==> config.mk <==
export PLATFORM = sky130hd
export DESIGN_NAME = sem_bank
export DESIGN_NICKNAME = d
export VERILOG_FILES = /design/src/rtl/sem_pkg.sv /design/src/rtl/sem_ctrl.sv /design/src/rtl/sem_cell.sv /design/src/rtl/sem_datapath.sv /design/src/rtl/sem_bank.sv
export SDC_FILE = /design/constraint.sdc
export NUM_CORES = 1
export LEC_CHECK = 0
export ABC_CLOCK_PERIOD_IN_PS = 1800
export BUFFER_PORTS_ARGS = -buffer_cell sky130_fd_sc_hd__buf_2
export CORE_MARGIN = 2
export CORE_UTILIZATION = 38
export DETAILED_ROUTE_END_ITERATION = 10
export SYNTH_ARGS = -nofsm -noshare
export SYNTH_HDL_FRONTEND = slang
export SYNTH_HIERARCHICAL = 1
export SYNTH_SLANG_ARGS = --single-unit
==> constraint.sdc <==
create_clock -name clk -period 1.8 [get_ports clk]
set_input_delay 0.18 -clock clk [delete_from_list [all_inputs] [get_ports clk]]
set_output_delay 0.18 -clock clk [all_outputs]
set_load 0.05 [all_outputs]
==> src/rtl/sem_pkg.sv <==
package sem_pkg;

  // who holds a flag
  typedef enum logic [1:0] {
    OWN_NONE  = 2'd0,
    OWN_LEFT  = 2'd1,
    OWN_RIGHT = 2'd2
  } owner_e;

  // per-port strobes from control to datapath
  typedef struct packed {
    logic wrStb;   // write to the indexed flag this cycle
    logic wrBit;   // value written (bit 0 of data)
    logic capStb;  // first cycle of a read: capture view
  } portStb_t;

  localparam int SIDES = 2;

endpackage

==> src/rtl/sem_ctrl.sv <==
module sem_ctrl
  import sem_pkg::*;
#(
  parameter int ADDR_W = 16,
  parameter int DATA_W = 8,
  parameter int IDX_W  = 3
) (
  input  logic                          clk,
  input  logic                          rst,
  input  logic [SIDES-1:0]              sel,
  input  logic [SIDES-1:0]              wrEn,
  input  logic [SIDES-1:0]              oe,
  input  logic [SIDES-1:0][ADDR_W-1:0]  addr,
  input  logic [SIDES-1:0][DATA_W-1:0]  wdata,
  output portStb_t [SIDES-1:0]          stb,
  output logic [SIDES-1:0][IDX_W-1:0]   idx
);

  logic [SIDES-1:0] readAct;
  logic [SIDES-1:0] prevAct;

  for (genvar s = 0; s < SIDES; s++) begin : g_side
    assign readAct[s]    = sel[s] & oe[s] & ~wrEn[s];
    assign stb[s].wrStb  = sel[s] & wrEn[s];
    assign stb[s].wrBit  = wdata[s][0];
    assign stb[s].capStb = readAct[s] & ~prevAct[s];
    assign idx[s]        = addr[s][IDX_W-1:0];

    // bits outside the flag index and bit 0 carry no meaning here
    logic unusedOk;
    assign unusedOk = ^{addr[s][ADDR_W-1:IDX_W], wdata[s][DATA_W-1:1]};

    always_ff @(posedge clk) begin
      if (rst) prevAct[s] <= 1'b0;
      else     prevAct[s] <= readAct[s];
    end
  end

endmodule

==> src/rtl/sem_cell.sv <==
module sem_cell
  import sem_pkg::*;
#(
  parameter bit TIE_LEFT = 1'b1
) (
  input  logic clk,
  input  logic rst,
  input  logic wrL,
  input  logic bitL,
  input  logic wrR,
  input  logic bitR,
  output logic reqL,
  output logic reqR,
  output logic ownL,
  output logic ownR
);

  logic   reqLQ, reqRQ, nReqL, nReqR;
  owner_e ownerQ, ownerD;

  always_comb begin
    nReqL  = wrL ? bitL : reqLQ;
    nReqR  = wrR ? bitR : reqRQ;
    ownerD = ownerQ;
    unique case (ownerQ)
      OWN_NONE: begin
        if (!nReqL && !nReqR) ownerD = TIE_LEFT ? OWN_LEFT : OWN_RIGHT;
        else if (!nReqL)      ownerD = OWN_LEFT;
        else if (!nReqR)      ownerD = OWN_RIGHT;
        else                  ownerD = OWN_NONE;
      end
      OWN_LEFT:  if (nReqL) ownerD = nReqR ? OWN_NONE : OWN_RIGHT;
      OWN_RIGHT: if (nReqR) ownerD = nReqL ? OWN_NONE : OWN_LEFT;
      default:   ownerD = OWN_NONE;
    endcase
  end

  always_ff @(posedge clk) begin
    if (rst) begin
      reqLQ  <= 1'b1;
      reqRQ  <= 1'b1;
      ownerQ <= OWN_NONE;
    end else begin
      reqLQ  <= nReqL;
      reqRQ  <= nReqR;
      ownerQ <= ownerD;
    end
  end

  assign reqL = reqLQ;
  assign reqR = reqRQ;
  assign ownL = (ownerQ == OWN_LEFT);
  assign ownR = (ownerQ == OWN_RIGHT);

endmodule

==> src/rtl/sem_datapath.sv <==
module sem_datapath
  import sem_pkg::*;
#(
  parameter int NUM_FLAGS = 8,
  parameter int DATA_W    = 8,
  parameter int IDX_W     = 3,
  parameter bit TIE_LEFT  = 1'b1
) (
  input  logic                         clk,
  input  logic                         rst,
  input  portStb_t [SIDES-1:0]         stb,
  input  logic [SIDES-1:0][IDX_W-1:0]  idx,
  output logic [SIDES-1:0][DATA_W-1:0] rdata,
  output logic [NUM_FLAGS-1:0]         reqL,
  output logic [NUM_FLAGS-1:0]         reqR,
  output logic [NUM_FLAGS-1:0]         ownL,
  output logic [NUM_FLAGS-1:0]         ownR
);

  for (genvar f = 0; f < NUM_FLAGS; f++) begin : g_flag
    sem_cell #(.TIE_LEFT(TIE_LEFT)) u_cell (
      .clk (clk),
      .rst (rst),
      .wrL (stb[0].wrStb && (idx[0] == IDX_W'(f))),
      .bitL(stb[0].wrBit),
      .wrR (stb[1].wrStb && (idx[1] == IDX_W'(f))),
      .bitR(stb[1].wrBit),
      .reqL(reqL[f]),
      .reqR(reqR[f]),
      .ownL(ownL[f]),
      .ownR(ownR[f])
    );
  end

  // flag as each side sees it: 0 when that side holds it
  logic [SIDES-1:0][NUM_FLAGS-1:0] view;
  assign view[0] = ~ownL;
  assign view[1] = ~ownR;

  for (genvar s = 0; s < SIDES; s++) begin : g_rd
    logic viewBit;
    assign viewBit = (32'(idx[s]) < NUM_FLAGS) ? view[s][idx[s]] : 1'b1;
    always_ff @(posedge clk) begin
      if (rst)                rdata[s] <= '1;
      else if (stb[s].capStb) rdata[s] <= {DATA_W{viewBit}};
    end
  end

endmodule

==> src/rtl/sem_bank.sv <==
module sem_bank
  import sem_pkg::*;
#(
  parameter int NUM_FLAGS = 8,
  parameter int ADDR_W    = 16,
  parameter int DATA_W    = 8,
  parameter bit TIE_LEFT  = 1'b1
) (
  input  logic              clk,
  input  logic              rst,
  input  logic              lSel,
  input  logic              lWrEn,
  input  logic              lOe,
  input  logic [ADDR_W-1:0] lAddr,
  input  logic [DATA_W-1:0] lWdata,
  output logic [DATA_W-1:0] lRdata,
  input  logic              rSel,
  input  logic              rWrEn,
  input  logic              rOe,
  input  logic [ADDR_W-1:0] rAddr,
  input  logic [DATA_W-1:0] rWdata,
  output logic [DATA_W-1:0] rRdata
);

  localparam int IDX_W = (NUM_FLAGS > 1) ? $clog2(NUM_FLAGS) : 1;

  portStb_t [SIDES-1:0]         stb;
  logic [SIDES-1:0][IDX_W-1:0]  idx;
  logic [SIDES-1:0][DATA_W-1:0] rdata;
  logic [NUM_FLAGS-1:0]         reqL, reqR, ownL, ownR;

  sem_ctrl #(.ADDR_W(ADDR_W), .DATA_W(DATA_W), .IDX_W(IDX_W)) u_ctrl (
    .clk  (clk),
    .rst  (rst),
    .sel  ({rSel, lSel}),
    .wrEn ({rWrEn, lWrEn}),
    .oe   ({rOe, lOe}),
    .addr ({rAddr, lAddr}),
    .wdata({rWdata, lWdata}),
    .stb  (stb),
    .idx  (idx)
  );

  sem_datapath #(
    .NUM_FLAGS(NUM_FLAGS), .DATA_W(DATA_W), .IDX_W(IDX_W), .TIE_LEFT(TIE_LEFT)
  ) u_dp (
    .clk  (clk),
    .rst  (rst),
    .stb  (stb),
    .idx  (idx),
    .rdata(rdata),
    .reqL (reqL),
    .reqR (reqR),
    .ownL (ownL),
    .ownR (ownR)
  );

  assign lRdata = rdata[0];
  assign rRdata = rdata[1];

endmodule

After elaboration in Yosys (flattened, before gate mapping)

Cells that the tools add are included.
W data, S select, Z words.

Flip-flop bits (word level): 36
Bits of input ports: 56
Word-level logic and storage cells: 224

$lt $le $gt $ge: 2
Equal/unequal tests: 46
Muxes and demuxes: 76
Bitwise logic cells: 14
Reduce and logical (&&, ||, !) cells: 58

Operator list:

| cell                 | count |
|---|---|
| $mux W2              | 40 |
| $pmux W2 S3          | 8 |
| $ne A2 B1 Y1 const B | 16 |
| $mux W1              | 26 |
| $eq A3 B3 Y1 const B | 8 |
| $logic_and A1 B1 Y1  | 24 |
| $eq A2 B1 Y1 const B | 8 |
| $eq A2 B2 Y1 const B | 8 |
| $logic_not A1 Y1     | 16 |
| $logic_not A2 Y1     | 8 |
| $not A8 Y8           | 2 |
| $reduce_and A2 Y1    | 8 |
| $eq A3 B2 Y1 const B | 4 |
| $and A1 B1 Y1        | 8 |
| $lt A3 B4 Y1 const B | 2 |
| $bmux W1 S3          | 2 |
| $eq A3 B1 Y1 const B | 2 |
| $logic_not A3 Y1     | 2 |
| $not A1 Y1           | 4 |

Longest topological paths before layout

Gate-level depths: netlist of run 1.

Depth after elaboration: 7
Depth in mapped cells: 7
Mapped depth without buffers: 6

By module

The synthesis of run 1 kept the hierarchy.

Modules (own cells, without submodules):

| module       | times used | cells each | area an instance (µm²) |
|---|---|---|---|
| sem_cell     | 8          | 14         | 157.7 |
| sem_datapath | 1          | 58         | 440.4 |
| sem_ctrl     | 1          | 16         | 165.2 |

Worst setup path after synthesis of run 1

Ideal clock, no wire load.

Path kind: in2reg
Start: in lAddr[1]
End: reg u_dp.g_flag[0].u_cell.ownerQ[0]
Library setup time: 0.062 ns
Arrival: 1.405 ns
Setup slack: 0.333 ns
Cell stages on the path: 7
Path buffers: 2
Path through: buf_4 buf_6 nand2b_1 nor3_1 mux2_4 or2_4 nor2_2

Word-level cells in the longest chain between the ends: 7
Elaborated cells between the ends (all ways): 12

RTL lines:

| item                    | line               | text |
|---|---|---|
| from (decl)             | sem_bank.sv:14     | `input logic [ADDR_W-1:0] lAddr,` |
| $logic_not A3 Y1 (*)    | sem_datapath.sv:24 | `.wrL (stb[0].wrStb && (idx[0] == IDX_W'(f))),` |
| $logic_and A1 B1 Y1 (*) | sem_datapath.sv:24 |  |
| $mux W1 (*)             | sem_cell.sv:22     | `nReqL = wrL ? bitL : reqLQ;` |
| $logic_not A1 Y1        | n/a                |  |
| $logic_and A1 B1 Y1     | sem_cell.sv:27     | `if (!nReqL && !nReqR) ownerD = TIE_LEFT ? OWN_LEFT : OWN_RIGHT;` |
| $mux W2                 | sem_cell.sv:27     |  |
| $pmux W2 S3             | sem_cell.sv:25     | `unique case (ownerQ)` |
| to (signal assigned)    | sem_cell.sv:46     | `ownerQ <= ownerD;` |
| to (decl)               | sem_cell.sv:19     | `owner_e ownerQ, ownerD;` |

Every way passes the cells marked *; elsewhere a longest branch is shown, timed or not. The select of a mux whose other input is x is not followed.
A chain may end at the register's enable or synchronous reset.

Worst setup path after layout of run 1

Start: reg u_dp.g_flag[7].u_cell.ownerQ[0]
End: reg, netlist name u_dp/rdata[0]

Word-level cells in the longest chain between the ends: 4

RTL lines:

| item                          | line               | text |
|---|---|---|
| from (decl)                   | sem_cell.sv:19     |  |
| from (signal assigned)        | sem_cell.sv:46     |  |
| $eq A2 B1 Y1                  | sem_cell.sv:52     | `assign ownL = (ownerQ == OWN_LEFT);` |
| net ownL[7]                   | sem_bank.sv:30     | `logic [NUM_FLAGS-1:0] reqL, reqR, ownL, ownR;` |
| $not A8 Y8                    | sem_datapath.sv:37 | `assign view[0] = ~ownL;` |
| $bmux W1 S3                   | sem_datapath.sv:42 | `assign viewBit = (32'(idx[s]) < NUM_FLAGS) ? view[s][idx[s]] : 1'b1;` |
| $mux W1 (implied by the code) | sem_datapath.sv:42 |  |

The timed path passes the listed nets, and every way through them passes these cells. The select of a mux whose other input is x is not followed.

==> impl_metrics.tcl, run 1 <==
set metrics [dict create \
    status "complete, no violations" \
    place_hpwl_mm 2.40 \
    synth_most_common_cell "dfxtp_1" \
    worstSetupPathType "register to register" \
    min-delay-path-class "input port to register" \
    cp_max_fo 4 \
    fin_ws_ps 287 \
    final_antenna_net_count 0 \
    cellPowerDensity_mw_per_mm2 790 \
    async_reset_ff_share_pct 0 \
    cts_tree "done" \
    p_total_w 0.00159 \
    fp.dieH_um 74.1 \
    setup_viol 0 \
    netlist_area_mm2 0.00187 \
    cp_cell_sequence "nor2b_1 -> mux2i_1 -> mux4_2 -> a211o_1" \
    grt_max_degree 21 \
    wl_per_cell_um 12.3 \
    synth_top_cell_area_share_pct 38.6 \
    drv_cap 0 \
    cts-buffers-inserted 5 \
    synth_cells 186 \
    grt.overflow.total 0 \
    yosysSeqAreaShare_pct 38.6 \
    synth-main-ff-cell "dfxtp_1" \
    cts_resized 0 \
    cpMaxStageDelayCell "mux4_2" \
    drt_pre_antenna_iters 4 \
    synth_area_leaders "dfxtp_1 39%, buf_4 8.8%, mux2i_1 8.6%, mux2_4 6.4%, nor2b_1 6.0%" \
    pwr-share-clk_pct 36.5 \
    hold_violations 0 \
    n_antenna_cell 0 \
    peakVddDrop_mv 0.354 \
    dpl_worst_slack_ps 265 \
    ioPinCount 72 \
    yosysTopAreaCell "dfxtp_1" \
    finalSetupTns_ps 0 \
    endpoint_kind "register" \
    cp-startpoint "u_dp/g_flag[7].u_cell/ownerQ[0]$_SDFFE_PP0P_" \
    start_util_pct 39.5 \
    wirelength_mm 3.28 \
    arrival_ps 1680 \
    period_needed_ps 1510 \
    synthTopCellsByCount "36 x dfxtp_1, 22 x buf_4, 20 x nor2_1" \
    core_area_mm2 0.00472 \
    slew_headroom_pct 75.7 \
    sw_frac_of_total_pct 25.3 \
    first_global_vias 1154 \
    antenna_found_initial 0 \
    slew_viol_final 0 \
    finalWeightedCongestion 0.752 \
    grt_pass1_wl_mm 5.49 \
    cts_max_level 2 \
    rsz0062_at_grt "false" \
    clock_latency_ps 280 \
    cts_setup_buffers 0 \
    avgSynthCellArea_um2 10.0 \
    synth-seq-cells 36 \
    dieArea_mm2 0.00549 \
    synth.distinct_cells 18 \
    rows 25 \
    synth_edf_count 0 \
    yosysWarnings 6 \
    combPwrFrac_pct 11.9 \
    max_freq_mhz 661 \
    fillCellCount 453 \
    grtUsageTotal_pct 13.5 \
    worstPathRequired_ps 1970 \
    fin_crit_sh_pct 84.0 \
    layout-drive-gt1-share_pct 34.3 \
    cts_root_buf "clkbuf_8" \
    drt_iter0_markers 76 \
    worstHoldStart "rOe" \
    io_buffers 31 \
    critPathMaxStageDelay_ps 490 \
    route.detailed.vias_per_inst 4.56 \
    synth_nets 242 \
    p_seq_share_pct 51.6 \
    holdBufCountCts 0 \
    worst_pin_slew_ps 364 \
    cellInternalPower_w 0.00118 \
    leakagePower_nw 0.800 \
    path_clk_slew_ps 70 \
    cts_sinks 36 \
    cts_buffer_depth 2 \
    vias 1222 \
    die_width_um 74.1 \
    fin_skew_ps 4.68 \
    area_growth_pct 7.57 \
    timing.rr.start "u_dp/g_flag[7].u_cell/ownerQ[0]$_SDFFE_PP0P_" \
    switching_power_w 0.000402 \
    drc 0 \
    cp-start-kind "register" \
    nNetsFinal 256 \
]
==> worst max-delay path: cells and delay by family (launching register included) <==
kind               cells  cell delay, ps
and+or+nand+nor        1             150
AOI/OAI and AO/OA      1             300
muxes                  2             600
DFF                    1             360
==> final timing paths <==
check                                                 end  slack (ps)  cells past startpoint
min                          u_ctrl/prevAct[1]$_SDFF_PP0_         210                      2
max                            u_dp/rdata[0]$_SDFFE_PP1P_         290                      4
max reg2reg                    u_dp/rdata[0]$_SDFFE_PP1P_         290                      4
min reg2reg  u_dp/g_flag[0].u_cell/ownerQ[1]$_SDFFE_PP0P_         490                      1
==> power by group through the flow <==
stage	sequential, W	clock [W]	combinational, W
floorplan	0.000843	0	0.000165
global placement	0.000836	0	0.000189
detailed placement	0.000837	0	0.000190
CTS	0.000818	0.000600	0.000191
global route	0.000820	0.000640	0.000203
finish	0.000818	0.000580	0.000189
==> cell families (layout without fill, tap and decap cells) <==
group | Yosys count | after routing | synth area share [%]
flip-flops | 36 | 36 | 38.6
multiplexers | 26 | 26 | 17.4
AO/OA/AOI/OAI | 18 | 18 | 7.37
AND/OR/NAND/NOR | 82 | 82 | 26.5
buffers and inverters | 24 | 39 | 10.1
==> placed cells by master (no fill, tap or decap), drive strengths merged <==
cell type / count
a211o: 2
a211oi: 8
and2: 2
and4bb: 4
buf: 31
clkbuf: 8
dfxtp: 36
mux2: 8
mux2i: 16
mux4: 2
nand2: 4
nand2b: 14
nor2: 28
nor2b: 18
nor3: 4
o21a: 8
or2: 8
==> layer usage <==
layer	up-vias	GRT usage [%]	share of wire, %
met5	-	0	0
met4	0	4.85	1.0
met3	5	3.25	3.7
met2	26	21.6	47
met1	549	17.7	48
li1	642	-	-
==> area by class of cell <==
class / instances / area [um2] / share of cell area (%)
Multi-Input combinational cell: 126 / 958 / 47.7
Sequential cell: 36 / 721 / 35.9
Timing Repair Buffer: 31 / 155 / 7.73
Clock buffer: 8 / 90.1 / 4.49
Tap cell: 67 / 83.8 / 4.17
==> state kept, by name (all words and copies together) (netlist names) <==
name                       count
u_ctrl/prevAct                 2
u_dp/g_flag.u_cell/ownerQ     16
u_dp/g_flag.u_cell/reqL        8
u_dp/g_flag.u_cell/reqR        8
u_dp/rdata                     2
==> per-stage QoR <==
stage	instance area, um2	hold WS (ps)	cells	util (%)
after floorplan	1870	274	186	-
after global placement	1920	475	260	40.6
after detailed placement	1920	475	260	40.6
after CTS	2010	211	268	42.5
after global routing	2010	210	268	42.5
final	2010	215	268	42.5
(Power assumes the default switching activity.)
==> run 2, diff against run 1 <==
Settings changed: ABC_CLOCK_PERIOD_IN_PS 1800 to 1290, PLACE_DENSITY from default to 0.67.
Clock period 1.8 ns to 1.29 ns, I/O delays scaled along.
==> run 2 against run 1 <==
The flow now finishes with violations (negative setup slack). Hold slack got worse by 64 ps. Sequential share of layout area down 1.8 points. Worst setup slack got worse by 410 ps. Sequential cell count did not move. Non-clock buffer count increased by 14. Cell area up 9.0%. Core utilization is 3.8 points higher. Via count is 7.9% higher. Global-route usage increased by 1.2 points. Power grew 42%. Fmax is 7.1% higher. Largest cell class unchanged.
==> impl_metrics.tcl, run 2 (synthesis results as in run 1) <==
set metrics [dict create \
    rr_endpoint "u_dp/rdata[0]$_SDFFE_PP1P_" \
    core_area_mm2 0.00472 \
    nNetsFinal 270 \
    leakagePower_nw 0.892 \
    sw_frac_of_total_pct 26.0 \
    rsz0062_at_grt "true" \
    r2r_setup_slack_ps -120 \
    p_total_w 0.00225 \
    register_area_um2 747 \
    antenna_found_initial 0 \
    clock_latency_ps 290 \
    period_needed_ps 1410 \
    drv_cap 0 \
    drc 0 \
    worst_pin_slew_ps 391 \
    cellPowerDensity_mw_per_mm2 1030 \
    hold_depth 2 \
    worstPathRequired_ps 1470 \
    cts_root_buf "clkbuf_8" \
    layout-drive-gt1-share_pct 50.2 \
    p_seq_share_pct 50.6 \
    ioPinCount 72 \
    die_width_um 74.1 \
    n_antenna_cell 0 \
    timing.rr.start "u_dp/g_flag[5].u_cell/ownerQ[0]$_SDFFE_PP0P_" \
    grtUsageTotal_pct 14.7 \
    start_util_pct 39.5 \
    cpMaxStageDelayCell "mux4_2" \
    endpoint_kind "register" \
    fillCellCount 471 \
    pwr-share-clk_pct 36.7 \
    arrival_ps 1600 \
    largest_reg_flops 16 \
    multiInputGateArea_mm2 0.00101 \
    drt_iter0_markers 64 \
    holdPathEnd "u_ctrl/prevAct[1]$_SDFF_PP0_" \
    layout_commonest_cell "buf_2" \
    hold_violations 0 \
    cp_cell_sequence "nor2b_4 -> mux2i_1 -> mux4_2 -> a211o_1" \
    hold_slack_ps 151 \
    cp-startpoint "u_dp/g_flag[5].u_cell/ownerQ[0]$_SDFFE_PP0P_" \
    first_global_vias 1285 \
    layout_common_cells "31 x buf_2, 21 x dfxtp_1, 20 x nor2_1, 16 x mux2i_1, 14 x buf_4" \
    cts_sinks 36 \
    peakVddDrop_mv 0.482 \
    wirelength_mm 3.64 \
    slew_headroom_pct 73.9 \
    place_hpwl_mm 2.53 \
    setup_viol 2 \
    vias 1318 \
    violations "negative setup slack" \
    largest_register "u_dp/g_flag.u_cell/ownerQ" \
    worstHoldStart "rOe" \
    finalWeightedCongestion 0.765 \
    grt_pass1_wl_mm 5.91 \
    rows 25 \
    switching_power_w 0.000585 \
    fin_ws_ps -122 \
    status "finished with violations" \
    holdBufCountCts 0 \
    fin_cells 282 \
    cts_max_level 2 \
    finalSetupTns_ps -226 \
    combPwrFrac_pct 12.7 \
    cp_top_family "multiplexers" \
    grt.overflow.total 0 \
    placed_cells_incl_taps 273 \
    worstSetupPathType "register to register" \
    final_util_pct 46.4 \
    cts_buffer_depth 2 \
    slew_viol_final 0 \
    fin_crit_sh_pct 109 \
    fp.dieH_um 74.1 \
    area_growth_pct 17.3 \
    drt_pre_antenna_iters 4 \
    max_freq_mhz 708 \
    final_antenna_net_count 0 \
    route.detailed.vias_per_inst 4.67 \
    critPathMaxStageDelay_ps 480 \
    path_clk_slew_ps 70 \
    reg2reg_depth 4 \
    cp-start-kind "register" \
    dieArea_mm2 0.00549 \
    wl_per_cell_um 12.9 \
    cp_max_fo 3 \
    fin_skew_ps 7.82 \
    crit_buf_inv 0 \
    cts_tree "done" \
    path_depth 4 \
    io_buffers 31 \
    min-delay-path-class "input port to register" \
    cts-buffers-inserted 5 \
    cellInternalPower_w 0.00166 \
    grt_max_degree 21 \
]
[run 2: how the worst max path moves through the flow]
stage	slack, ps	endpoint
floorplan	-70	u_dp/g_flag[0].u_cell/ownerQ[0]$_SDFFE_PP0P_
global placement	-130	u_dp/rdata[0]$_SDFFE_PP1P_
detailed placement	-160	u_dp/rdata[0]$_SDFFE_PP1P_
CTS	-130	u_dp/rdata[8]$_SDFFE_PP1P_
global route	-180	u_dp/rdata[0]$_SDFFE_PP1P_
finish	-120	u_dp/rdata[0]$_SDFFE_PP1P_
[run 2: area by class of cell]
class,count,area share (%)
multi-input combinational,126,46.1
tap,67,3.83
timing repair buffer,45,11.9
clock buffer,8,4.11
sequential,36,34.1
[run 2: what timing repair did]
action	in CTS	in global routing
pin swaps	1	0
gates resized for setup	8	5
setup buffers	1	0
setup endpoints to repair	2	2
[run 2: layer usage]
layer,vias up,wire [um],track usage (%)
met5,-,0,0
met4,0,50,5.45
met3,5,132,5.01
met2,26,1750,25.1
met1,621,1710,17.0
li1,666,-,-
[run 2: stage by stage]
stage                     setup slack [ps]  cell area (um2)
after global routing                  -179             2190
after detailed placement              -161             2050
after global placement                -130             2050
final                                 -122             2190
after floorplan                      -65.8             1910
after CTS                             -130             2170
[run 2: worst reg2reg max path, stage by stage (launching register included)]
cell and delay, ps:
dfxtp_2 350, nor2b_4 140, mux2i_1 80, mux4_2 480
a211o_1 260
[run 2: power by group through the flow]
stage / Clock [W] / Combinational [W] / Sequential (W)
finish: 0.000824 / 0.000285 / 0.00114
global route: 0.000921 / 0.000302 / 0.00114
CTS: 0.000854 / 0.000286 / 0.00114
detailed placement: 0 / 0.000283 / 0.00117
global placement: 0 / 0.000281 / 0.00117
floorplan: 0 / 0.000236 / 0.00118
